`src/rtl/sio_cfg_pkg.sv`:
```
package sio_cfg_pkg;

  localparam logic [7:0] IDX_CTRL   = 8'h02;
  localparam logic [7:0] IDX_LDN    = 8'h07;
  localparam logic [7:0] IDX_ID_HI  = 8'h20;
  localparam logic [7:0] IDX_ID_LO  = 8'h21;
  localparam logic [7:0] IDX_REV    = 8'h22;
  localparam int         LOCK_BIT   = 1;
  localparam logic [7:0] LOCKED_RD  = 8'hFF;

  typedef enum logic [2:0] {
    KEY_WAIT0 = 3'd0,
    KEY_WAIT1 = 3'd1,
    KEY_WAIT2 = 3'd2,
    KEY_WAIT3 = 3'd3,
    CFG_OPEN  = 3'd4
  } unlock_st_e;

  // Byte expected on the index port in each waiting state
  function automatic logic [7:0] key_at(unlock_st_e s);
    case (s)
      KEY_WAIT0: key_at = 8'h87;
      KEY_WAIT1: key_at = 8'h01;
      KEY_WAIT2: key_at = 8'h55;
      KEY_WAIT3: key_at = 8'h55;
      default:   key_at = 8'h00;
    endcase
  endfunction

endpackage

```
`src/rtl/sio_host_decode.sv`:
```
module sio_host_decode #(
  parameter int              ADDR_W    = 16,
  parameter logic [ADDR_W-1:0] IDX_PORT  = 16'h002E,
  parameter logic [ADDR_W-1:0] DATA_PORT = 16'h002F
) (
  input  logic [ADDR_W-1:0] io_addr,
  input  logic              io_wr,
  input  logic              io_rd,
  output logic              idx_wr,
  output logic              dat_wr,
  output logic              idx_rd,
  output logic              dat_rd
);

  logic hit_idx;
  logic hit_dat;

  assign hit_idx = (io_addr == IDX_PORT);
  assign hit_dat = (io_addr == DATA_PORT);

  assign idx_wr = io_wr & hit_idx;
  assign dat_wr = io_wr & hit_dat;
  assign idx_rd = io_rd & hit_idx;
  assign dat_rd = io_rd & hit_dat;

endmodule

```
`src/rtl/sio_unlock_fsm.sv`:
```
module sio_unlock_fsm
  import sio_cfg_pkg::*;
(
  input  logic       clk,
  input  logic       rst_n,
  input  logic       idx_wr,
  input  logic [7:0] wdata,
  input  logic       lock_req,
  output logic       unlocked
);

  unlock_st_e state_q;
  unlock_st_e state_d;

  always_comb begin
    state_d = state_q;
    if (state_q == CFG_OPEN) begin
      if (lock_req) state_d = KEY_WAIT0;
    end else if (idx_wr) begin
      if (wdata == key_at(state_q)) state_d = unlock_st_e'(state_q + 3'd1);
      else                          state_d = KEY_WAIT0;
    end
  end

  always_ff @(posedge clk or negedge rst_n) begin
    if (!rst_n) state_q <= KEY_WAIT0;
    else        state_q <= state_d;
  end

  assign unlocked = (state_q == CFG_OPEN);

endmodule

```
`src/rtl/sio_reg_bank.sv`:
```
module sio_reg_bank
  import sio_cfg_pkg::*;
#(
  parameter int          NUM_LDN       = 8,
  parameter int          BANK_LO       = 'h60,
  parameter int          BANK_DEPTH    = 32,
  parameter logic [15:0] CHIP_ID       = 16'h8728,
  parameter logic [3:0]  CHIP_REV      = 4'h3,
  parameter int          GPIO_LDN      = 7,
  parameter int          GPIO_BASE_IDX = 'h62
) (
  input  logic        clk,
  input  logic        rst_n,
  input  logic        unlocked,
  input  logic        idx_wr,
  input  logic        dat_wr,
  input  logic [7:0]  wdata,
  output logic [7:0]  index_q,
  output logic [7:0]  ldn_q,
  output logic [7:0]  rd_byte,
  output logic        lock_req,
  output logic [15:0] gpio_base
);

  localparam int         OW    = (BANK_DEPTH > 1) ? $clog2(BANK_DEPTH) : 1;
  localparam int         LW    = (NUM_LDN > 1) ? $clog2(NUM_LDN) : 1;
  localparam logic [7:0] LO_B  = 8'(BANK_LO);
  localparam logic [7:0] HI_B  = 8'(BANK_LO + BANK_DEPTH - 1);
  localparam logic [OW-1:0] GOFF_HI = OW'(GPIO_BASE_IDX - BANK_LO);
  localparam logic [OW-1:0] GOFF_LO = OW'(GPIO_BASE_IDX - BANK_LO + 1);

  logic          cfg_wr;
  logic          in_bank;
  logic          ldn_ok;
  logic [OW-1:0] off;
  logic [7:0]    bank_rd [NUM_LDN];

  assign cfg_wr  = unlocked & dat_wr;
  assign in_bank = (index_q >= LO_B) && (index_q <= HI_B);
  assign off     = OW'(index_q - LO_B);
  assign ldn_ok  = ({1'b0, ldn_q} < 9'(NUM_LDN));

  assign lock_req = cfg_wr && (index_q == IDX_CTRL) && wdata[LOCK_BIT];

  // Index is only captured while the space is open, so key bytes never land here
  always_ff @(posedge clk or negedge rst_n) begin
    if (!rst_n)                  index_q <= '0;
    else if (unlocked && idx_wr) index_q <= wdata;
  end

  always_ff @(posedge clk or negedge rst_n) begin
    if (!rst_n)                                ldn_q <= '0;
    else if (cfg_wr && (index_q == IDX_LDN))   ldn_q <= wdata;
  end

  for (genvar g = 0; g < NUM_LDN; g++) begin : g_bank
    logic [7:0] cells [BANK_DEPTH];
    logic       sel;

    assign sel = cfg_wr && in_bank && (ldn_q == 8'(g));

    always_ff @(posedge clk or negedge rst_n) begin
      if (!rst_n) begin
        for (int i = 0; i < BANK_DEPTH; i++) cells[i] <= '0;
      end else if (sel) begin
        cells[off] <= wdata;
      end
    end

    assign bank_rd[g] = cells[off];

    if (g == GPIO_LDN) begin : g_gpio
      assign gpio_base = {cells[GOFF_HI], cells[GOFF_LO]};
    end
  end

  if (GPIO_LDN >= NUM_LDN) begin : g_no_gpio
    assign gpio_base = '0;
  end

  always_comb begin
    case (index_q)
      IDX_LDN:   rd_byte = ldn_q;
      IDX_ID_HI: rd_byte = CHIP_ID[15:8];
      IDX_ID_LO: rd_byte = CHIP_ID[7:0];
      IDX_REV:   rd_byte = {4'h0, CHIP_REV};
      default:   rd_byte = (in_bank && ldn_ok) ? bank_rd[ldn_q[LW-1:0]] : 8'h00;
    endcase
  end

endmodule

```
`src/rtl/sio_cfg_port.sv`:
```
module sio_cfg_port
  import sio_cfg_pkg::*;
#(
  parameter int                ADDR_W        = 16,
  parameter logic [ADDR_W-1:0] IDX_PORT      = 16'h002E,
  parameter logic [ADDR_W-1:0] DATA_PORT     = 16'h002F,
  parameter int                NUM_LDN       = 8,
  parameter int                BANK_LO       = 'h60,
  parameter int                BANK_DEPTH    = 32,
  parameter logic [15:0]       CHIP_ID       = 16'h8728,
  parameter logic [3:0]        CHIP_REV      = 4'h3,
  parameter int                GPIO_LDN      = 7,
  parameter int                GPIO_BASE_IDX = 'h62
) (
  input  logic              clk,
  input  logic              rst_n,
  input  logic [ADDR_W-1:0] io_addr,
  input  logic              io_wr,
  input  logic              io_rd,
  input  logic [7:0]        io_wdata,
  output logic [7:0]        io_rdata,
  output logic              io_rvalid,
  output logic              cfg_unlocked,
  output logic [7:0]        cur_ldn,
  output logic [15:0]       gpio_base
);

  logic       idx_wr, dat_wr, idx_rd, dat_rd;
  logic       lock_req;
  logic [7:0] index_q;
  logic [7:0] rd_byte;

  sio_host_decode #(
    .ADDR_W   (ADDR_W),
    .IDX_PORT (IDX_PORT),
    .DATA_PORT(DATA_PORT)
  ) u_decode (
    .io_addr(io_addr),
    .io_wr  (io_wr),
    .io_rd  (io_rd),
    .idx_wr (idx_wr),
    .dat_wr (dat_wr),
    .idx_rd (idx_rd),
    .dat_rd (dat_rd)
  );

  sio_unlock_fsm u_unlock (
    .clk     (clk),
    .rst_n   (rst_n),
    .idx_wr  (idx_wr),
    .wdata   (io_wdata),
    .lock_req(lock_req),
    .unlocked(cfg_unlocked)
  );

  sio_reg_bank #(
    .NUM_LDN      (NUM_LDN),
    .BANK_LO      (BANK_LO),
    .BANK_DEPTH   (BANK_DEPTH),
    .CHIP_ID      (CHIP_ID),
    .CHIP_REV     (CHIP_REV),
    .GPIO_LDN     (GPIO_LDN),
    .GPIO_BASE_IDX(GPIO_BASE_IDX)
  ) u_bank (
    .clk      (clk),
    .rst_n    (rst_n),
    .unlocked (cfg_unlocked),
    .idx_wr   (idx_wr),
    .dat_wr   (dat_wr),
    .wdata    (io_wdata),
    .index_q  (index_q),
    .ldn_q    (cur_ldn),
    .rd_byte  (rd_byte),
    .lock_req (lock_req),
    .gpio_base(gpio_base)
  );

  always_ff @(posedge clk or negedge rst_n) begin
    if (!rst_n) begin
      io_rvalid <= 1'b0;
      io_rdata  <= '0;
    end else begin
      io_rvalid <= idx_rd | dat_rd;
      if (idx_rd | dat_rd) begin
        if (!cfg_unlocked) io_rdata <= LOCKED_RD;
        else if (idx_rd)   io_rdata <= index_q;
        else               io_rdata <= rd_byte;
      end
    end
  end

endmodule

```
`config.mk`:
```
export PLATFORM = sky130hd
export DESIGN_NAME = sio_cfg_port
export DESIGN_NICKNAME = d
export VERILOG_FILES = /design/src/rtl/sio_cfg_pkg.sv /design/src/rtl/sio_host_decode.sv /design/src/rtl/sio_unlock_fsm.sv /design/src/rtl/sio_reg_bank.sv /design/src/rtl/sio_cfg_port.sv
export SDC_FILE = /design/constraint.sdc
export NUM_CORES = 2
export LEC_CHECK = 0
export ABC_AREA = 1
export BUFFER_PORTS_ARGS = -buffer_cell sky130_fd_sc_hd__buf_2
export CAP_MARGIN = 20
export CORE_ASPECT_RATIO = 0.75
export CORE_MARGIN = 2
export CORE_UTILIZATION = 27
export CTS_CLUSTER_DIAMETER = 150
export DETAILED_ROUTE_END_ITERATION = 16
export PLACE_DENSITY_LB_ADDON = 0.05
export SYNTH_ARGS = -nofsm -noshare
export SYNTH_HDL_FRONTEND = slang
export SYNTH_SLANG_ARGS = --single-unit
```
`constraint.sdc`:
```
create_clock -name clk -period 6.7 [get_ports clk]
set_input_delay 1.005 -clock clk [delete_from_list [all_inputs] [get_ports clk]]
set_output_delay 1.005 -clock clk [all_outputs]
set_load 0.005 [all_outputs]
```
# Yosys cells after proc, flatten, opt, wreduce, memory -nomap -nowiden
# Cells that the tools add are included.
[totals] output_inout_bits=34 input_bits=28 elab_cells=366 regBits=2076
[op_classes] n_mux=48 magnitude_cmp=6 n_bitwise=8 reduce_logical=21 n_addsub=2 eq_ne=20
[op_table] cell="bitwise mux 256 bit" count=8
[op_table] cell="binary-select mux 8 bit (select 5 bit)" count=8
[op_table] cell="2-to-1 mux 8 bit" count=24
[op_table] cell="demux 8 bit (select 5 bit)" count=1
[op_table] cell="== test 8 x 3 -> 1 bit, second input constant" count=5
[op_table] cell="== test 16 x 6 -> 1 bit, second input constant" count=2
[op_table] cell="case mux 8 bit (4 select lines)" count=1
[op_table] cell="binary-select mux 8 bit (select 3 bit)" count=1
[op_table] cell="== test 8 x 2 -> 1 bit, second input constant" count=3
[op_table] cell="== test 8 x 6 -> 1 bit, second input constant" count=3
[op_table] cell="case mux 8 bit (3 select lines)" count=1
[op_table] cell="logical AND 1 bit" count=16
[op_table] cell="2-to-1 mux 3 bit" count=4
[op_table] cell="== test 8 x 1 -> 1 bit, second input constant" count=1
[op_table] cell="== test 8 bit" count=1
[op_table] cell="greater-or-equal comparator 8 x 7 -> 1 bit, second input constant" count=1
[op_table] cell="less-or-equal comparator 8 x 7 -> 1 bit, second input constant" count=1
[op_table] cell="zero test 8 bit" count=1
[op_table] cell="< comparator 8 x 4 -> 1 bit, second input constant" count=1
[op_table] cell="== test 3 x 2 -> 1 bit, second input constant" count=2
[op_table] cell="greater-or-equal comparator 6 bit, second input constant" count=1
[op_table] cell="< comparator 6 x 1 -> 1 bit, second input constant" count=1
[op_table] cell="inverter 5 -> 6 bit" count=1
[op_table] cell="AND 1 bit" count=5
[op_table] cell="12 further kinds" count=12

# Depth between registers and ports, before layout
[depth] ltp_word=12 depth_mapped=21

# Cells and area by module
# From an unflattened synthesis, not the netlist that was laid out.
[unflattened] hier_cells=12044 hier_area_um2=94096.5
[modules_own_cells] module="sio_reg_bank" n_inst=1 cells_each=11894 area_per_inst_um2=93146.8 seq_area_each_um2=51649.5
[modules_own_cells] module="sio_cfg_port" n_inst=1 cells_each=62 area_per_inst_um2=457.9 seq_area_each_um2=225.2
[modules_own_cells] module="sio_unlock_fsm" n_inst=1 cells_each=59 area_per_inst_um2=380.4 seq_area_each_um2=75.1
[modules_own_cells] module="sio_host_decode" n_inst=1 cells_each=29 area_per_inst_um2=111.4 seq_area_each_um2=0.0

# Least setup slack after synthesis
# No wires, ideal clock.
[synth_timing] path_kind="input to register" from="in io_addr[11]" to="reg u_bank.g_bank[4].cells[69] (netlist name)" setup_time_ns=0.130 arrival_ns=2.663 setup_slack_ns=3.906 stages=12 path_buffers=2 cell_sequence="nor2_1 nand2_1 nor3_1 nand4_1 nor3_4 nand2_2 nor2_4 buf_4 nand2_1 clkbuf_1 nand2_1 o21ai_1"
[synth_via] elab_chain_cells=5
[synth_lines] element="start, declared" line="sio_cfg_port.sv:17" rtl="input logic [ADDR_W-1:0] io_addr,"
[synth_lines] element="== test 16 x 6 -> 1 bit" line="sio_host_decode.sv:19" rtl="assign hit_dat = (io_addr == DATA_PORT);"
[synth_lines] element="AND 1 bit" line="sio_host_decode.sv:22" rtl="assign dat_wr = io_wr & hit_dat;"
[synth_lines] element="AND 1 bit" line="sio_reg_bank.sv:38" rtl="assign cfg_wr = unlocked & dat_wr;"
[synth_lines] element="logical AND 1 bit (2 in a row)" line="sio_reg_bank.sv:60" rtl="assign sel = cfg_wr && in_bank && (ldn_q == 8'(g));"
[synth_lines] element="end signal, assigned by index" line="sio_reg_bank.sv:66" rtl="cells[off] <= wdata;"
[synth_lines] element="end, declared" line="sio_reg_bank.sv:57" rtl="logic [7:0] cells [BANK_DEPTH];"
# Every way passes these cells.
# A chain may end at the register's enable or synchronous reset.

# Worst setup path in the final report
[layout_timing] from="reg u_bank.index_q[0]" to="reg io_rdata[4]"
[layout_via] elab_chain_cells=12 elab_cells_between_ends=41 classes_between="add/sub: 1; order compare: 2; eq/ne: 4; mux: 31; bitwise: 1; reduce/logical: 2"
[layout_lines] element="start, declared" line="sio_reg_bank.sv:18" rtl="output logic [7:0] index_q,"
[layout_lines] element="start signal, assigned" line="sio_reg_bank.sv:48" rtl="else if (unlocked && idx_wr) index_q <= wdata;"
[layout_lines] element="subtractor 5 x 1 -> 5 bit" line="sio_reg_bank.sv:40" rtl="assign off = OW'(index_q - LO_B);"
[layout_lines] element="inverter 5 -> 6 bit (not written as such)" line="sio_reg_bank.sv:70" rtl="assign bank_rd[g] = cells[off];"
[layout_lines] element="binary-select mux 8 bit (select 5 bit)" line="sio_reg_bank.sv:70"
[layout_lines] element="2-to-1 mux 8 bit (not written as such) (2 in a row)" line="sio_reg_bank.sv:70"
[layout_lines] element="binary-select mux 8 bit (select 3 bit)" line="sio_reg_bank.sv:87" rtl="default: rd_byte = (in_bank && ldn_ok) ? bank_rd[ldn_q[LW-1:0]] : 8'h00;"
[layout_lines] element="2-to-1 mux 8 bit (not written as such) (2 in a row)" line="sio_reg_bank.sv:87"
[layout_lines] element="2-to-1 mux 8 bit" line="sio_reg_bank.sv:87"
[layout_lines] element="case mux 8 bit (4 select lines) *" line="sio_reg_bank.sv:82" rtl="case (index_q)"
[layout_lines] element="2-to-1 mux 8 bit *" line="sio_cfg_port.sv:86" rtl="else if (idx_rd) io_rdata <= index_q;"
[layout_lines] element="2-to-1 mux 8 bit *" line="sio_cfg_port.sv:85" rtl="if (!cfg_unlocked) io_rdata <= LOCKED_RD;"
[layout_lines] element="end signal, assigned" line="sio_cfg_port.sv:86"
[layout_lines] element="end signal, assigned" line="sio_cfg_port.sv:87" rtl="else io_rdata <= rd_byte;"
[layout_lines] element="end, declared" line="sio_cfg_port.sv:21" rtl="output logic [7:0] io_rdata,"
# Mark *: on every way between the ends. The rest lies on a longest branch, timed or not. The select of a mux whose other input is x is not followed.

==> results.cfg <==
[status]
status = finished, final reports clean

[global_route]
grt_first_pass_wirelength_um = 596000
grt_overflow = 0
grt_max_degree = 163
antenna_found_initial = 30
grt_pass1_vias = 78200
track_usage_pct = 23.0

[detailed_routing]
drtIter0Drc = 7843
wl_met2_um = 170000
final_antenna_net_count = 0
wl_per_cell_um = 24.9
vias_per_cell = 4.91
highest_layer = met4
drcViolationCount = 0
dr.pass1.iters = 8
routed-wl-met3_um = 22500
wirelength_um = 410000
wl_met1_um = 209000
vias = 80700

[logic_synthesis]
ys_seq_elements = 2076
synth-seq-area-share_pct = 55.2
syn_inst = 12000
ys.flop_type = dfrtp_1
ys_types = 34
synth.cell_area_um2 = 94100
synth_edf_count = 0
synth.avg_cell_area_um2 = 7.85
yosys.area.top_type = dfrtp_1
yosys_warnings = 0
syn_nets = 12000
synth_top_area_share_pct = 55.2
synthTopCellsByArea = dfrtp_1 (55%), nand2_1 (21%), o21ai_0 (10%)
ys_async_sr_fraction_pct = 100

[pwr]
p_int_mw = 20.4
p_leak_nw = 48.4
p_switching_mw = 6.25
ir_drop_mv = 0.213
pwr-share-seq_pct = 47.0
fin_total_pwr_mw = 26.7
clockPowerShare_pct = 50.7
power_density_nw_per_um2 = 250
pwr-share-comb_pct = 2.3
switching_share_pct = 23.4

[sta]
setup_violations = 0
finalCritPeriodShare_pct = 68.1
fin_setup_tns_ns = 0
holdWs_ns = 0.109
fmax_ghz = 0.219
tightest_slew_ns = 1.23
rsz0062_at_grt = no
maxSlewViolCount = 0
maxSlewHeadroom_pct = 17.9
clock_skew_ns = 0.0683
fin_crit_ns = 4.56
setup_ws_ns = 2.14
hold_viol_final = 0

[floorplanning]
die_h_um = 515
io-pin-count = 62
die_x_um = 686
initial_core_util_pct = 27.2
rows = 187
die_area_um2 = 353000
core-area_um2 = 347000

[place]
place_ws_ns = 2.18
dp.cells = 16000
place_area_um2 = 98900
io_buffers = 61
gp_congestion = 0.835
dp_hpwl_um = 250000

[critical_path]
r2r_setup_slack_ns = 2.14
r2r-start = u_bank.index_q[0]
crit_path_end_kind = flip-flop
required_ns = 7.55
crit_start = u_bank.index_q[0]
critPathMaxFanout = 74
crit_arrival_ns = 5.41
cp-start-kind = flip-flop
critPathKind = flip-flop to flip-flop

[cts]
hold_buffers = 0
clk_latency_ns = 0.93
cts.path.max_buffers = 4
cts.sinks = 2076
clkTransAtPathRegs_ns = 0.06
clockRootBuffer = clkbuf_16
cts-buffers-inserted = 241
cts.repair.resized = 0
post_cts_buffers = 0
htree_num_levels = 4
cts_tree = done

[cells_and_area]
ff_latch_area_um2 = 52000
multi_input_area_um2 = 37900
n_fill_cell = 37200
fin_util_pct = 30.8
design_area_um2 = 107000
fin_nets = 11600
mostFrequentLayoutCells = nand2_1 (5,178), dfrtp_1 (2,071), o21ai_0 (1,904), nor2_1 (555), nand3_1 (348)
drive_above_1_share_pct = 7.29
syn2layout_area_growth_pct = 13.5
fin_cells = 16400
final_common_cell = nand2_1

[flow_run]
cap_viol_max_count = 0

[min_path]
worst_hold_path_type = primary input to asynchronous set/reset pin
flip-flops by register name (all words and copies together), names as in the netlist:
| signal | cells |
|---|---|
| io_rvalid | 1 |
| u_bank.g_bank.cells | 2032 |
| u_bank.ldn_q | 8 |
| io_rdata | 8 |
| u_bank.index_q | 8 |
| u_bank.gpio_base | 16 |
| u_unlock.state_q | 3 |
per-layer routing:
layer	GRT usage [%]	up-vias
met2	33.5	2069
met1	35.6	40500
li1	-	37800
met4	4.52	0
met3	3.43	382
met5	0	-
power groups by stage:
stage / registers [mW] / logic (mW) / clock network, mW
6_report: 12.5 / 0.620 / 13.5
5_1_grt: 12.5 / 0.690 / 14.5
4_1_cts: 12.5 / 0.650 / 13.9
3_5_place_dp: 12.8 / 0.649 / 0
3_3_place_gp: 12.8 / 0.650 / 0
2_1_floorplan: 12.8 / 0.137 / 0
Yosys cell counts, types with 7 or more instances:
cell and count:
nor2_4 9, nand3_1 348, or2_2 8, nor3_1 7, clkbuf_1 617, a21oi_1 182, and2_1 8, nand2_2 165
buf_1 71, dfrtp_1 2076, o21ai_1 171, buf_2 144, o21ai_0 1904, nor2_1 562, buf_6 13, a22oi_1 16
nor2_2 27, inv_1 196, nand4_1 232, nand2_1 5179, buf_4 31
cell type report:
class / count / area share, %
clock inverters: 53 / 0.625
diodes: 9 / 0.0211
clock buffers: 368 / 6.74
multi-input cells: 8834 / 35.5
flip-flops and latches: 2076 / 48.7
well taps: 4630 / 5.42
repair buffers: 256 / 2.22
inverters: 204 / 0.805
worst max-delay path: stages (launching register included):
cell and delay (ns):
dfrtp_4 0.65, nand2_8 0.37, inv_8 0.74, buf_4 0.56, nand2_1 0.09, nand4_1 0.15, nand3_1 0.44, nand2_1 0.20
nand2_1 0.06, nor2_1 0.43, nor2_1 0.15, nand2_1 0.10, nand3_1 0.08, nand2_1 0.12, nand2_1 0.07, a21oi_1 0.16
path summary, 6_finish.rpt:
path / cells past startpoint / to
worst max-delay path: 15 / io_rdata[4]
max in group asynchronous: 3 / u_bank.g_bank[6].cells[222]
worst max register to register: 15 / io_rdata[4]
min in group clk: 2 / u_bank.g_bank[5].cells[4]
worst min register to register: 2 / u_bank.g_bank[5].cells[4]
worst min-delay path: 1 / u_bank.g_bank[1].cells[203]
logic make-up (layout without fill, tap and decap cells):
| logic type | count (synthesis) | count (layout) | share of synthesized area [%] |
|---|---|---|---|
| other | 0 | 9 | 0 |
| and+or+nand+nor | 6552 | 6552 | 27.9 |
| adders and majority gates | 3 | 3 | 0.0399 |
| AOI/OAI and AO/OA | 2278 | 2278 | 12.2 |
| buffers and inverters | 1080 | 881 | 4.72 |
| xor gates and xnor gates | 1 | 1 | 0.00930 |
| DFF | 2076 | 2076 | 55.2 |
Power figures use the tool's default switching activity.
